--- src/rtl/gpe_pkg.sv ---
package gpe_pkg;

  typedef enum logic [2:0] {
    ST_IDLE,
    ST_CHECK,
    ST_BUSRD,
    ST_BUSWR,
    ST_DONE
  } engState_t;

  typedef struct packed {
    logic latchReq;     // take the request into the datapath
    logic captureWord;  // store the word returned by the bus
    logic markOk;       // the access has completed successfully
  } engStrobe_t;

endpackage

--- src/rtl/gpe_ctrl.sv ---
module gpe_ctrl
  import gpe_pkg::*;
(
  input  logic       clk,
  input  logic       rstN,
  input  logic       reqValid,
  input  logic       isWrite,
  input  logic       accessOk,
  input  logic       busAck,
  output engStrobe_t strobes,
  output logic       busReq,
  output logic       busWe,
  output logic       busy,
  output logic       rspValid
);

  engState_t stateQ, stateD;

  always_ff @(posedge clk or negedge rstN) begin
    if (!rstN) stateQ <= ST_IDLE;
    else       stateQ <= stateD;
  end

  always_comb begin
    stateD = stateQ;
    unique case (stateQ)
      ST_IDLE:  if (reqValid) stateD = ST_CHECK;
      ST_CHECK: stateD = accessOk ? ST_BUSRD : ST_DONE;
      ST_BUSRD: if (busAck) stateD = isWrite ? ST_BUSWR : ST_DONE;
      ST_BUSWR: if (busAck) stateD = ST_DONE;
      ST_DONE:  stateD = ST_IDLE;
      default:  stateD = ST_IDLE;
    endcase
  end

  always_comb begin
    strobes             = '0;
    strobes.latchReq    = (stateQ == ST_IDLE) && reqValid;
    strobes.captureWord = (stateQ == ST_BUSRD) && busAck;
    strobes.markOk      = ((stateQ == ST_BUSRD) && busAck && !isWrite) ||
                          ((stateQ == ST_BUSWR) && busAck);
  end

  assign busReq   = (stateQ == ST_BUSRD) || (stateQ == ST_BUSWR);
  assign busWe    = (stateQ == ST_BUSWR);
  assign busy     = (stateQ != ST_IDLE);
  assign rspValid = (stateQ == ST_DONE);

  assert_accept_busy_R8: assert property (@(posedge clk) disable iff (!rstN)
    (reqValid && !busy) |=> busy);

  assert_refuse_quiet_R4: assert property (@(posedge clk) disable iff (!rstN)
    ((stateQ == ST_CHECK) && !accessOk) |=> (rspValid && !busReq));

  assert_single_pulse_R9: assert property (@(posedge clk) disable iff (!rstN)
    rspValid |=> !rspValid);

  assert_no_bus_at_status_R9: assert property (@(posedge clk) disable iff (!rstN)
    rspValid |-> !busReq);

endmodule

--- src/rtl/gpe_datapath.sv ---
module gpe_datapath
  import gpe_pkg::*;
#(
  parameter int NUM_PORTS = 20,
  parameter int CFG_W     = 16,
  parameter int DATA_W    = 16,
  parameter int ADDR_W    = 7,
  parameter int MODE_W    = 4,
  parameter logic [ADDR_W-1:0] OUT_LO_ADDR = 7'h0D,
  parameter logic [ADDR_W-1:0] OUT_HI_ADDR = 7'h0E,
  parameter logic [ADDR_W-1:0] IN_LO_ADDR  = 7'h0B,
  parameter logic [ADDR_W-1:0] IN_HI_ADDR  = 7'h0C,
  parameter logic [MODE_W-1:0] WRITE_MODE  = 4'd3,
  parameter logic [MODE_W-1:0] READ_MODE   = 4'd1,
  localparam int PORT_W = $clog2(NUM_PORTS + 1),
  localparam int BIT_W  = $clog2(DATA_W)
) (
  input  logic                      clk,
  input  logic                      rstN,
  input  engStrobe_t                strobes,
  input  logic                      reqWrite,
  input  logic [PORT_W-1:0]         reqPort,
  input  logic                      reqLevel,
  input  logic [NUM_PORTS*CFG_W-1:0] cfgWords,
  input  logic [DATA_W-1:0]         busRdata,
  output logic                      isWrite,
  output logic                      accessOk,
  output logic [ADDR_W-1:0]         busAddr,
  output logic [DATA_W-1:0]         busWdata,
  output logic                      rspOk,
  output logic [DATA_W-1:0]         rspData
);

  localparam int LOW_W = CFG_W - MODE_W;

  logic [PORT_W-1:0] portQ;
  logic              writeQ;
  logic              levelQ;
  logic              okQ;
  logic [DATA_W-1:0] wordQ;

  logic [MODE_W-1:0] modeArr [NUM_PORTS];
  logic [NUM_PORTS*LOW_W-1:0] unusedCfgLow;
  logic              unusedCfgParity;

  for (genvar p = 0; p < NUM_PORTS; p++) begin : g_cfgSplit
    assign modeArr[p] = cfgWords[p*CFG_W + CFG_W - 1 -: MODE_W];
    assign unusedCfgLow[p*LOW_W +: LOW_W] = cfgWords[p*CFG_W +: LOW_W];
  end
  assign unusedCfgParity = ^unusedCfgLow;

  always_ff @(posedge clk or negedge rstN) begin
    if (!rstN) begin
      portQ  <= '0;
      writeQ <= 1'b0;
      levelQ <= 1'b0;
      okQ    <= 1'b0;
      wordQ  <= '0;
    end else begin
      if (strobes.latchReq) begin
        portQ  <= reqPort;
        writeQ <= reqWrite;
        levelQ <= reqLevel;
        okQ    <= 1'b0;
      end
      if (strobes.captureWord) wordQ <= busRdata;
      if (strobes.markOk)      okQ   <= 1'b1;
    end
  end

  logic [MODE_W-1:0] modeSel;
  always_comb begin
    modeSel = '0;
    for (int i = 0; i < NUM_PORTS; i++) begin
      if (portQ == PORT_W'(i)) modeSel = modeArr[i];
    end
  end

  logic              inRange;
  logic              isHigh;
  logic [PORT_W-1:0] relPort;
  logic [BIT_W-1:0]  bitPos;
  logic [DATA_W-1:0] bitMask;

  assign inRange  = portQ < PORT_W'(NUM_PORTS);
  assign isHigh   = portQ >= PORT_W'(DATA_W);
  assign relPort  = isHigh ? (portQ - PORT_W'(DATA_W)) : portQ;
  assign bitPos   = relPort[BIT_W-1:0];
  assign bitMask  = DATA_W'(1) << bitPos;

  assign isWrite  = writeQ;
  assign accessOk = inRange && (writeQ ? (modeSel == WRITE_MODE)
                                       : (modeSel == READ_MODE));

  always_comb begin
    if (writeQ) busAddr = isHigh ? OUT_HI_ADDR : OUT_LO_ADDR;
    else        busAddr = isHigh ? IN_HI_ADDR  : IN_LO_ADDR;
  end

  assign busWdata = levelQ ? (wordQ | bitMask) : (wordQ & ~bitMask);
  assign rspOk    = okQ;
  assign rspData  = (okQ && !writeQ) ? (wordQ >> bitPos) : '0;

  assert_refused_no_data_R9: assert property (@(posedge clk) disable iff (!rstN)
    (!okQ || writeQ) |-> (rspData == '0));

endmodule

--- src/rtl/gpio_port_engine.sv ---
module gpio_port_engine
  import gpe_pkg::*;
#(
  parameter int NUM_PORTS = 20,
  parameter int CFG_W     = 16,
  parameter int DATA_W    = 16,
  parameter int ADDR_W    = 7,
  parameter logic [ADDR_W-1:0] OUT_LO_ADDR = 7'h0D,
  parameter logic [ADDR_W-1:0] OUT_HI_ADDR = 7'h0E,
  parameter logic [ADDR_W-1:0] IN_LO_ADDR  = 7'h0B,
  parameter logic [ADDR_W-1:0] IN_HI_ADDR  = 7'h0C,
  parameter logic [3:0]        WRITE_MODE  = 4'd3,
  parameter logic [3:0]        READ_MODE   = 4'd1,
  localparam int PORT_W = $clog2(NUM_PORTS + 1)
) (
  input  logic                       clk,
  input  logic                       rstN,
  input  logic [NUM_PORTS*CFG_W-1:0] cfgWords,
  input  logic                       reqValid,
  input  logic                       reqWrite,
  input  logic [PORT_W-1:0]          reqPort,
  input  logic                       reqLevel,
  output logic                       busy,
  output logic                       rspValid,
  output logic                       rspOk,
  output logic [DATA_W-1:0]          rspData,
  output logic                       busReq,
  output logic                       busWe,
  output logic [ADDR_W-1:0]          busAddr,
  output logic [DATA_W-1:0]          busWdata,
  input  logic                       busAck,
  input  logic [DATA_W-1:0]          busRdata
);

  engStrobe_t strobes;
  logic       isWrite;
  logic       accessOk;

  gpe_ctrl ctrl_i (
    .clk      (clk),
    .rstN     (rstN),
    .reqValid (reqValid),
    .isWrite  (isWrite),
    .accessOk (accessOk),
    .busAck   (busAck),
    .strobes  (strobes),
    .busReq   (busReq),
    .busWe    (busWe),
    .busy     (busy),
    .rspValid (rspValid)
  );

  gpe_datapath #(
    .NUM_PORTS   (NUM_PORTS),
    .CFG_W       (CFG_W),
    .DATA_W      (DATA_W),
    .ADDR_W      (ADDR_W),
    .MODE_W      (4),
    .OUT_LO_ADDR (OUT_LO_ADDR),
    .OUT_HI_ADDR (OUT_HI_ADDR),
    .IN_LO_ADDR  (IN_LO_ADDR),
    .IN_HI_ADDR  (IN_HI_ADDR),
    .WRITE_MODE  (WRITE_MODE),
    .READ_MODE   (READ_MODE)
  ) dp_i (
    .clk      (clk),
    .rstN     (rstN),
    .strobes  (strobes),
    .reqWrite (reqWrite),
    .reqPort  (reqPort),
    .reqLevel (reqLevel),
    .cfgWords (cfgWords),
    .busRdata (busRdata),
    .isWrite  (isWrite),
    .accessOk (accessOk),
    .busAddr  (busAddr),
    .busWdata (busWdata),
    .rspOk    (rspOk),
    .rspData  (rspData)
  );

  assert_bus_hold_R10: assert property (@(posedge clk) disable iff (!rstN)
    (busReq && !busAck) |=> (busReq && $stable(busAddr) && $stable(busWe) && $stable(busWdata)));

  assert_addr_legal_R5: assert property (@(posedge clk) disable iff (!rstN)
    busReq |-> (busAddr == OUT_LO_ADDR || busAddr == OUT_HI_ADDR ||
                (!busWe && (busAddr == IN_LO_ADDR || busAddr == IN_HI_ADDR))));

endmodule

--- config.mk ---
export PLATFORM = sky130hd
export DESIGN_NAME = gpio_port_engine
export DESIGN_NICKNAME = d
export VERILOG_FILES = /design/src/rtl/gpe_pkg.sv /design/src/rtl/gpe_ctrl.sv /design/src/rtl/gpe_datapath.sv /design/src/rtl/gpio_port_engine.sv
export SDC_FILE = /design/constraint.sdc
export NUM_CORES = 1
export LEC_CHECK = 0
export ABC_AREA = 1
export BUFFER_PORTS_ARGS = -buffer_cell sky130_fd_sc_hd__buf_2
export CAP_MARGIN = 10
export CORE_AREA = 2 2 152 154
export DETAILED_ROUTE_END_ITERATION = 16
export DIE_AREA = 0 0 154 156
export PLACE_DENSITY = 0.45
export SYNTH_ARGS = -nofsm -noshare
export SYNTH_HDL_FRONTEND = slang
export SYNTH_HIERARCHICAL = 1
export SYNTH_SLANG_ARGS = --single-unit
--- constraint.sdc ---
create_clock -name clk -period 2.7 [get_ports clk]
set_input_delay 0.405 -clock clk [delete_from_list [all_inputs] [get_ports clk]]
set_output_delay 0.405 -clock clk [all_outputs]
set_load 0.01 [all_outputs]
==> impl_metrics.csv <==
group,metric,value,unit
floorplanning,rows,55,
global_routing,grt_pass1_vias,3495,
synth,synth.mux.area_fraction,1.73,%
layout,nets,1019,
worst_hold_path,hp-class,"in2async",
timing,min_period,2610,ps
drt,vias,3724,
synth,yosysUniqueCellTypes,34,
synth,synth_compound_area_share,16.8,%
global_routing,gr-max-usage-layer,"met2",
synth,syn_avg_cell_area,5.78,um2
synth,ys_seq_area_share,23.3,%
setup_path,cp-startpoint,"dp_i/portQ[1]",
global_routing,met1_usage,15.3,%
layout,final_common_cell,"nand2_1",
setup_path,critPathMaxFanout,17,
synth,yosys_warnings,6,
timing,rsz0062_at_grt,"true",
setup_path,crit_end,"rspData[2]",
place,place_hpwl,11700,um
global_routing,met2_usage,17.4,%
timing,skew,5.92,ps
drt,antenna_left,0,
synth,syn_area,2890,um2
synth,synth_top_family_by_area,"simple AND/OR/NAND/NOR gates",
synth,syn_inst,501,
timing,tightest_slew,677,ps
setup_path,reg2regPathDepth,25,
synth,yosys_most_used_dff,"dfrtp_1",
global_routing,antenna_found_initial,3,
drt,drc,0,
setup_path,cp-start-kind,"register",
power_and_ir_drop,power.density,1090,nW/um2
place,gp_congestion,0.861,
global_routing,grt_pass1_wl,20100,um
power_and_ir_drop,p_leak,2.21,nW
synth,synthSimpleGateAreaFrac,44.1,%
power_and_ir_drop,peakVddDrop,511,uV
floorplanning,start_util,12.9,%
timing,drv_slew,0,
timing,setup_viol,0,
layout,final_cell_mix,"153 x nand2_1, 146 x buf_2, 59 x inv_1, 55 x o21ai_0, 48 x nor2_1",
drt,vias_per_cell,3.90,
setup_path,cp.required,2300,ps
layout,syn_to_final_growth,49.5,%
setup_path,reg2reg_setup_slack,240,ps
setup_path,worstReg2RegStart,"dp_i/portQ[0]",
setup_path,critPathCaptureType,"output pin",
synth,yosys_register_bits,27,
drt,drt_wl_total,13700,um
synth,synthArstFlopShare,100,%
setup_path,r2r-end,"ctrl_i/stateQ[2]",
synth,synth_xor_area_share,0,%
global_routing,grt_usage,10.9,%
drt,wl_per_cell,14.3,um
job,cap_violations,0,
cts,cts_sinks,27,
power_and_ir_drop,finalPower,4.70,mW
floorplanning,design.die.area,24000,um2
floorplanning,die_h,156,um
floorplanning,core,22400,um2
place,place_area,4140,um2
timing,hold_violations,0,
global_routing,use_met3,2.64,%
cts,clockBufferDepth,2,
timing,period_share,96.5,%
cts,cts_inserted_buffers,3,
cts,clock_latency,270,ps
outcome,outcome,"complete, no violations",
drt,drtIter0Drc,244,
global_routing,grt_overflow,0,
cts,cts-root-buf,"clkbuf_16",
cts,path_clk_slew,80,ps
layout,drive_above_1_share,37.2,%
synth,synth-adder-area-share,0.432,%
drt,drtPass1Iterations,6,
timing,slew-limit-headroom,54.9,%
timing,setup_tns,0,ps
cts,cts_tree,"yes",
cts,cts_max_level,1,
floorplanning,io_pins,391,
layout,design_area,4330,um2
synth,synth_edf_count,0,
place,io_buffer_count,146,
setup_path,crit_type,"reg2out",
floorplanning,die_w,154,um
global_routing,grt_max_degree,33,
setup_path,critPathArrivalTime,2200,ps
timing,timing.fmax,384,MHz
critical path, stage by stage (launching register included):
cell and delay [ps]:
dfrtp_1 420, buf_4 180, inv_4 50, buf_4 220, mux2i_1 290, nor2_1 60
a31oi_1 250, o221a_2 250, nor2_1 50, buf_2 140
state kept, by name (all words and copies together), names as in the netlist:
| signal | cells |
|---|---|
| dp_i/wordQ | 16 |
| dp_i/portQ | 5 |
| ctrl_i/stateQ | 3 |
| dp_i/isWrite | 1 |
| dp_i/levelQ | 1 |
| dp_i/rspOk | 1 |
logic make-up (layout without fill, tap and decap cells):
family	after synthesis	after routing
and+or+nand+nor	283	283
DFF	27	27
other	2	5
adders and majority gates	1	1
buffers and inverters	93	260
muxes	5	5
AOI/OAI and AO/OA	90	90
synth_stat cells, drive strengths merged, types with 2 or more instances:
| library cell | number | area [um2] |
|---|---|---|
| a21oi | 10 | 50.1 |
| a31oi | 5 | 31.3 |
| buf | 11 | 71.3 |
| clkbuf | 8 | 30.0 |
| conb | 2 | 7.51 |
| dfrtp | 27 | 676 |
| inv | 73 | 279 |
| mux2i | 5 | 50.1 |
| nand2 | 164 | 641 |
| nand3 | 19 | 100 |
| nand4 | 20 | 125 |
| nor2 | 62 | 285 |
| nor3 | 7 | 55.1 |
| o21ai | 64 | 320 |
| o221a | 3 | 33.8 |
| o22ai | 7 | 43.8 |
| or2 | 9 | 56.3 |
worst min path at each step:
stage	cells past startpoint	start	end	slack, ps
6_report	1	rstN	dp_i/wordQ[14]	170
5_1_grt	1	rstN	dp_i/wordQ[14]	210
4_1_cts	1	rstN	dp_i/wordQ[14]	190
3_5_place_dp	1	rstN	dp_i/wordQ[14]	480
3_3_place_gp	1	rstN	dp_i/wordQ[14]	480
2_1_floorplan	0	rstN	ctrl_i/stateQ[0]	110
timing repair:
item | CTS | global route
hold buffers | 0 | 0
setup buffers | 0 | 3
gates resized for setup | 8 | 22
setup endpoints to repair | 3 | 8
pin swaps | 0 | 9
where the power goes:
group | switching (mW) | internal [mW] | leakage, nW
Sequential | 0.213 | 0.600 | 0.316
Combinational | 2.22 | 1.31 | 1.86
Clock | 0.159 | 0.202 | 0.0371
Total | 2.59 | 2.11 | 2.21
metal layers:
metal,vias to the layer above,wire length [um],share of wire (%)
met1,1643,6370,47
met3,12,970,7.1
met2,126,6190,45
met4,4,125,0.91
met5,-,27,0.20
li1,1939,-,-
cell type report:
type                            count  area (um2)
Tap cell                          285         357
Inverter                           74         283
Antenna cell                        1        2.50
Clock buffer                        3        75.1
Clock inverter                      1        7.51
Multi-Input combinational cell    383        1910
Fill cell                        2621       18000
Timing Repair Buffer              182        1020
Sequential cell                    27         678
per-stage QoR:
step	cells	hold WS, ps	utilization [%]	setup slack (ps)
5_1_grt	955	209	19.3	-37.9
4_1_cts	952	186	19.0	21.7
2_1_floorplan	503	109	-	567
6_report	956	165	19.3	94.4
3_5_place_dp	948	483	18.5	100
3_3_place_gp	948	481	18.5	92.8
No activity file was read; power rests on OpenSTA's default activity.
